--- config.mk ---
export PLATFORM = sky130hd
export DESIGN_NAME = tick_timer
export DESIGN_NICKNAME = d
export VERILOG_FILES = /design/src/rtl/tick_timer_pkg.sv /design/src/rtl/tick_src_sel.sv /design/src/rtl/tick_counter.sv /design/src/rtl/tick_regs.sv /design/src/rtl/tick_timer.sv
export SDC_FILE = /design/constraint.sdc
export NUM_CORES = 1
export LEC_CHECK = 0
export ABC_AREA = 0
export BUFFER_PORTS_ARGS = -buffer_cell sky130_fd_sc_hd__buf_4
export CORE_ASPECT_RATIO = 0.9
export CORE_MARGIN = 8
export CORE_UTILIZATION = 50
export DETAILED_ROUTE_END_ITERATION = 8
export GPL_TIMING_DRIVEN = 0
export HOLD_SLACK_MARGIN = 0.02
export PLACE_DENSITY_LB_ADDON = 0.25
export SYNTH_ARGS = -nofsm -noshare
export SYNTH_HDL_FRONTEND = slang
export SYNTH_SLANG_ARGS = --single-unit
--- constraint.sdc ---
create_clock -name clk -period 3.5 [get_ports clk]
set_input_delay 0.35 -clock clk [delete_from_list [all_inputs] [get_ports clk]]
set_output_delay 0.35 -clock clk [all_outputs]
set_load 0.005 [all_outputs]
--- src/rtl/tick_timer_pkg.sv ---
package tick_timer_pkg;

  // Word index decoded from address bits 3:2
  typedef enum logic [1:0] {
    REG_CTRL    = 2'd0,
    REG_RELOAD  = 2'd1,
    REG_CURRENT = 2'd2,
    REG_CALIB   = 2'd3
  } reg_sel_e;

  localparam int CTRL_RUN_BIT  = 0;
  localparam int CTRL_IRQ_BIT  = 1;
  localparam int CTRL_SRC_BIT  = 2;
  localparam int CTRL_FLAG_BIT = 16;
  localparam int CALIB_SKEW_BIT = 30;

  typedef struct packed {
    logic src_core;  // 1: step on every clock
    logic irq_en;    // allow interrupt pulse
    logic run;       // counter enabled
  } ctrl_t;

endpackage

--- src/rtl/tick_src_sel.sv ---
module tick_src_sel #(
  parameter int SYNC_STAGES = 2
) (
  input  logic clk,
  input  logic rst_n,
  input  logic ref_tick,
  input  logic src_core,
  output logic tick_en
);
  localparam int MSB = SYNC_STAGES - 1;

  logic [SYNC_STAGES-1:0] sync_q;
  logic                   last_q;

  always_ff @(posedge clk) begin
    if (!rst_n) begin
      sync_q <= '0;
      last_q <= 1'b0;
    end else begin
      sync_q <= {sync_q[SYNC_STAGES-2:0], ref_tick};
      last_q <= sync_q[MSB];
    end
  end

  assign tick_en = src_core | (sync_q[MSB] & ~last_q);

endmodule

--- src/rtl/tick_counter.sv ---
module tick_counter #(
  parameter int CNT_W = 24
) (
  input  logic             clk,
  input  logic             rst_n,
  input  logic             run,
  input  logic             tick_en,
  input  logic             clr,
  input  logic [CNT_W-1:0] reload,
  output logic [CNT_W-1:0] count,
  output logic             zero_evt
);
  localparam logic [CNT_W-1:0] ONE = CNT_W'(1);

  logic step;

  assign step     = run & tick_en;
  assign zero_evt = step & (count == ONE);

  always_ff @(posedge clk) begin
    if (!rst_n)          count <= '0;
    else if (clr)        count <= '0;
    else if (step) begin
      if (count == '0)   count <= reload;
      else               count <= count - ONE;
    end
  end

endmodule

--- src/rtl/tick_regs.sv ---
module tick_regs
  import tick_timer_pkg::*;
#(
  parameter int              DATA_W    = 32,
  parameter int              ADDR_W    = 4,
  parameter int              CNT_W     = 24,
  parameter logic [CNT_W-1:0] CAL_TENMS = 24'd120000,
  parameter logic            CAL_SKEW  = 1'b1
) (
  input  logic              clk,
  input  logic              rst_n,
  input  logic [ADDR_W-1:0] addr,
  input  logic              wr_en,
  input  logic              rd_en,
  input  logic [DATA_W-1:0] wr_data,
  input  logic [CNT_W-1:0]  count,
  input  logic              zero_evt,
  output ctrl_t             ctrl,
  output logic [CNT_W-1:0]  reload,
  output logic              cur_clr,
  output logic              flag,
  output logic              irq,
  output logic [DATA_W-1:0] rd_data
);
  reg_sel_e sel;
  logic     in_range;
  logic     ctrl_wr, reload_wr, ctrl_rd;
  logic     unused_bus;

  assign sel       = reg_sel_e'(addr[3:2]);
  assign in_range  = ((addr >> 4) == '0);
  assign ctrl_wr   = wr_en & in_range & (sel == REG_CTRL);
  assign reload_wr = wr_en & in_range & (sel == REG_RELOAD);
  assign cur_clr   = wr_en & in_range & (sel == REG_CURRENT);
  assign ctrl_rd   = rd_en & in_range & (sel == REG_CTRL);
  assign unused_bus = ^{wr_data, addr[1:0]};

  always_ff @(posedge clk) begin
    if (!rst_n) begin
      ctrl   <= '0;
      reload <= '0;
      flag   <= 1'b0;
      irq    <= 1'b0;
    end else begin
      if (ctrl_wr) begin
        ctrl.run      <= wr_data[CTRL_RUN_BIT];
        ctrl.irq_en   <= wr_data[CTRL_IRQ_BIT];
        ctrl.src_core <= wr_data[CTRL_SRC_BIT];
      end
      if (reload_wr) reload <= wr_data[CNT_W-1:0];
      // a hardware event outranks any clearing access
      if (zero_evt)                flag <= 1'b1;
      else if (ctrl_rd || cur_clr) flag <= 1'b0;
      irq <= zero_evt & ctrl.irq_en;
    end
  end

  always_comb begin
    rd_data = '0;
    if (rd_en && in_range) begin
      case (sel)
        REG_CTRL: begin
          rd_data[CTRL_RUN_BIT]  = ctrl.run;
          rd_data[CTRL_IRQ_BIT]  = ctrl.irq_en;
          rd_data[CTRL_SRC_BIT]  = ctrl.src_core;
          rd_data[CTRL_FLAG_BIT] = flag;
        end
        REG_RELOAD:  rd_data[CNT_W-1:0] = reload;
        REG_CURRENT: rd_data[CNT_W-1:0] = count;
        REG_CALIB: begin
          rd_data[CNT_W-1:0]     = CAL_TENMS;
          rd_data[CALIB_SKEW_BIT] = CAL_SKEW;
        end
        default: rd_data = '0;
      endcase
    end
  end

endmodule

--- src/rtl/tick_timer.sv ---
module tick_timer
  import tick_timer_pkg::*;
#(
  parameter int               DATA_W      = 32,
  parameter int               ADDR_W      = 4,
  parameter int               CNT_W       = 24,
  parameter int               SYNC_STAGES = 2,
  parameter logic [CNT_W-1:0] CAL_TENMS   = 24'd120000,
  parameter logic             CAL_SKEW    = 1'b1
) (
  input  logic              clk,
  input  logic              rst_n,
  input  logic [ADDR_W-1:0] bus_addr,
  input  logic              bus_wr,
  input  logic              bus_rd,
  input  logic [DATA_W-1:0] bus_wdata,
  output logic [DATA_W-1:0] bus_rdata,
  input  logic              ref_tick,
  output logic              irq
);
  ctrl_t            ctrl_q;
  logic [CNT_W-1:0] reload_q;
  logic [CNT_W-1:0] count_q;
  logic             tick_en;
  logic             zero_evt;
  logic             cur_clr;
  logic             flag_q;

  tick_src_sel #(.SYNC_STAGES(SYNC_STAGES)) u_src (
    .clk      (clk),
    .rst_n    (rst_n),
    .ref_tick (ref_tick),
    .src_core (ctrl_q.src_core),
    .tick_en  (tick_en)
  );

  tick_counter #(.CNT_W(CNT_W)) u_cnt (
    .clk      (clk),
    .rst_n    (rst_n),
    .run      (ctrl_q.run),
    .tick_en  (tick_en),
    .clr      (cur_clr),
    .reload   (reload_q),
    .count    (count_q),
    .zero_evt (zero_evt)
  );

  tick_regs #(
    .DATA_W    (DATA_W),
    .ADDR_W    (ADDR_W),
    .CNT_W     (CNT_W),
    .CAL_TENMS (CAL_TENMS),
    .CAL_SKEW  (CAL_SKEW)
  ) u_regs (
    .clk      (clk),
    .rst_n    (rst_n),
    .addr     (bus_addr),
    .wr_en    (bus_wr),
    .rd_en    (bus_rd),
    .wr_data  (bus_wdata),
    .count    (count_q),
    .zero_evt (zero_evt),
    .ctrl     (ctrl_q),
    .reload   (reload_q),
    .cur_clr  (cur_clr),
    .flag     (flag_q),
    .irq      (irq),
    .rd_data  (bus_rdata)
  );

endmodule

==> run summary <==
Clock root buffer: clkbuf_8
Unrepaired setup endpoints after global routing: false
Die height: 92.7 um
Crit path max fanout: 10
Grt total ovfl: 0
Placed cell areas: 3820 sq um
Setup-failing EPs final: 0
Distinct cells, synth: 50
Postcts setup bufs: 0
NumNets Final: 542
F_max: 343 MHz
Placeable Area: 6450 sq um
Tightest Pin Transition: 1040 ps
Vias/cell: 6.02
Most frequent cells in the layout: nand2_1 (80), buf_4 (65), dfxtp_1 (56), clkbuf_1 (32), nor2_1 (30)
CTS clk-pin slew, worst paths: 110 ps
CP required: 3690 ps
Leak: 0.00153 uW
Antenna diode count: 0
Clock Sinks: 56
Setup TNS Final: 0 ps
Initial core utilization: 50.7%
Syn_area_per_cell: 7.71 sq um
Sequential fraction of the synthesis area: 34.3%
Worst-Skew Late Latency: 320 ps
Post-CTS Hold Fix Bufs: 0
EDFF count, synth: 0
HP Class: input pin to register
Vias in the first global route: 3311
Row cnt: 28
Synth area leaders: dfxtp_1 (34%), nand2_1 (9.2%), a21boi_0 (6.4%)
# fillers: 654
Max clock buf depth: 2
First-pass GRT wire length: 17.1 mm
Routability cong.: 0.933
Multi-input gate area: 1940 sq um
Skew final: 7.07 ps
Run status: finished, final reports clean
Routed length per instance: 18.4 um
Antenna viol nets, final: 0
Cell Pwr Density: 320 nW/um^2
Largest net degree at the start of global routing: 18
Drt initial violations: 482
Most common cell after layout, fill and taps aside: nand2_1
Final Critical Period: 2910 ps
YS warnings: 0
Post-CTS sizing: 0
Routed vias: 3513
Cell taking the most area after synthesis: dfxtp_1
Synthesis-stage register bit count: 56
Worst rel slew slack: 30.3%
Final instance area: 3910 sq um
DRC viols: 0
Layout cells sized above 1: 17.0%
Gr usage total: 22.8%
Final period util: 83.3%
Synth top area share: 34.3%
Initial antenna violation count: 0
Post-synthesis cell count: 424
CP Class: register to register
Worst setup EP type: register
Die area: 9380 sq um
Most used flip-flop cell after synthesis: dfxtp_1
Max-cap violations: 0
Number of buffers created by CTS: 5
DRT Pass-1 Iters: 5
Max rail drop VDD: 0.000212 V
PortBufs: 56
DRT Wirelength: 10.7 mm
Max Slew Vio Count: 0
Layout Area Growth over Synthesis: 19.7%
CP arrival: 3110 ps
Chip Width: 101 um
I/O pin count: 74
Register Area: 1120 sq um
Synthesized area: 3270 sq um
H-tree Lvls: 2
Post-DP HPWL: 7.84 mm
CTS tree: yes
CP Launch Type: register
Final hold vios: 0
FFs w/ async S/R, synth: 0%
## path summary, 6_finish.rpt
path | from | endpoint | slack (ps) | cells past startpoint
setup / recovery | u_cnt.count[11] | u_cnt.count[23] | 590 | 7
hold / removal | ref_tick | u_src.sync_q[0] | 240 | 2
hold reg to reg | u_src.sync_q[0] | u_src.sync_q[1] | 450 | 1
setup reg to reg | u_cnt.count[11] | u_cnt.count[23] | 590 | 7
## stage by stage
step	hold WS (ps)	utilization, %	power [uW]	instances	setup slack (ps)
2_1_floorplan	412	-	801	430	1160
3_3_place_gp	418	59.3	885	576	740
3_5_place_dp	425	59.3	888	576	746
4_1_cts	235	60.7	1250	584	720
5_1_grt	233	60.7	1300	584	497
6_report	239	60.7	1250	584	586
## layout make-up
cell class | count | share of cell area (%)
Buffer | 42 | 4.96
Clock buffer | 6 | 1.85
Clock inverter | 2 | 0.416
Inverter | 10 | 0.959
Multi-Input combinational cell | 322 | 49.5
Sequential cell | 56 | 28.7
Tap cell | 90 | 2.88
Timing Repair Buffer | 56 | 10.7
## flip-flops by register name, indices dropped and copies added, names as in the netlist
register,flops
u_cnt.count,24
u_regs.ctrl,3
u_regs.flag,1
u_regs.irq,1
u_regs.reload,24
u_src.last_q,1
u_src.sync_q,2
## cells in the mapped netlist (2+ instances only)
| library cell | count |
|---|---|
| nand2_1 | 80 |
| dfxtp_1 | 56 |
| clkbuf_1 | 31 |
| nor2_1 | 30 |
| a21boi_0 | 28 |
| a22oi_1 | 16 |
| nor3_1 | 16 |
| a21oi_1 | 14 |
| o21ai_0 | 12 |
| inv_1 | 10 |
| buf_4 | 9 |
| a221oi_1 | 8 |
| ha_1 | 8 |
| nand3_1 | 8 |
| nor4_1 | 8 |
| and2_1 | 7 |
| nand4_1 | 7 |
| o21a_1 | 7 |
| o22ai_1 | 7 |
| a211oi_1 | 6 |
| a31oi_1 | 5 |
| a32oi_1 | 4 |
| o21ai_1 | 4 |
| o221a_2 | 4 |
| a221o_1 | 3 |
| o211a_1 | 3 |
| o2bb2ai_1 | 3 |
| or4_1 | 3 |
| a221oi_2 | 2 |
| and4_1 | 2 |
| buf_2 | 2 |
| nand4b_1 | 2 |
| o32ai_1 | 2 |
## worst max-delay path, cell delays in order, from the launching register on
cell and delay (ps):
dfxtp_1 310, clkbuf_1 170, nor4_1 650, nor4b_4 640
nand4_1 300, clkbuf_1 340, a21oi_1 270, o22ai_1 100
## where the power goes
group          switching [uW]  internal, uW  total [uW]  leakage [uW]
Combinational             127          88.9         216       0.00103
Sequential               13.4           650         663      0.000453
Clock                     229           143         372     0.0000414
## routing by layer
layer / part of all wire, % / up-vias / wire, um / global-route usage, %
met3: 9.0 / 29 / 970 / 4.20
met1: 44 / 1620 / 4770 / 31.8
li1: - / 1677 / - / -
met4: 2.2 / 0 / 233 / 7.93
met5: 0 / - / 0 / 0
met2: 44 / 187 / 4770 / 34.2
## kinds of logic (layout without fill, tap and decap cells)
family | after synthesis | count (layout) | share of synthesized area, %
and+or+nand+nor | 173 | 173 | 25.2
AOI/OAI and AO/OA | 133 | 133 | 29.9
DFF | 56 | 56 | 34.3
buffers and inverters | 52 | 116 | 7.08
adders and majority gates | 8 | 8 | 3.06
other | 1 | 7 | 0.115
muxes | 1 | 1 | 0.345
Power figures use the tool's default switching activity.
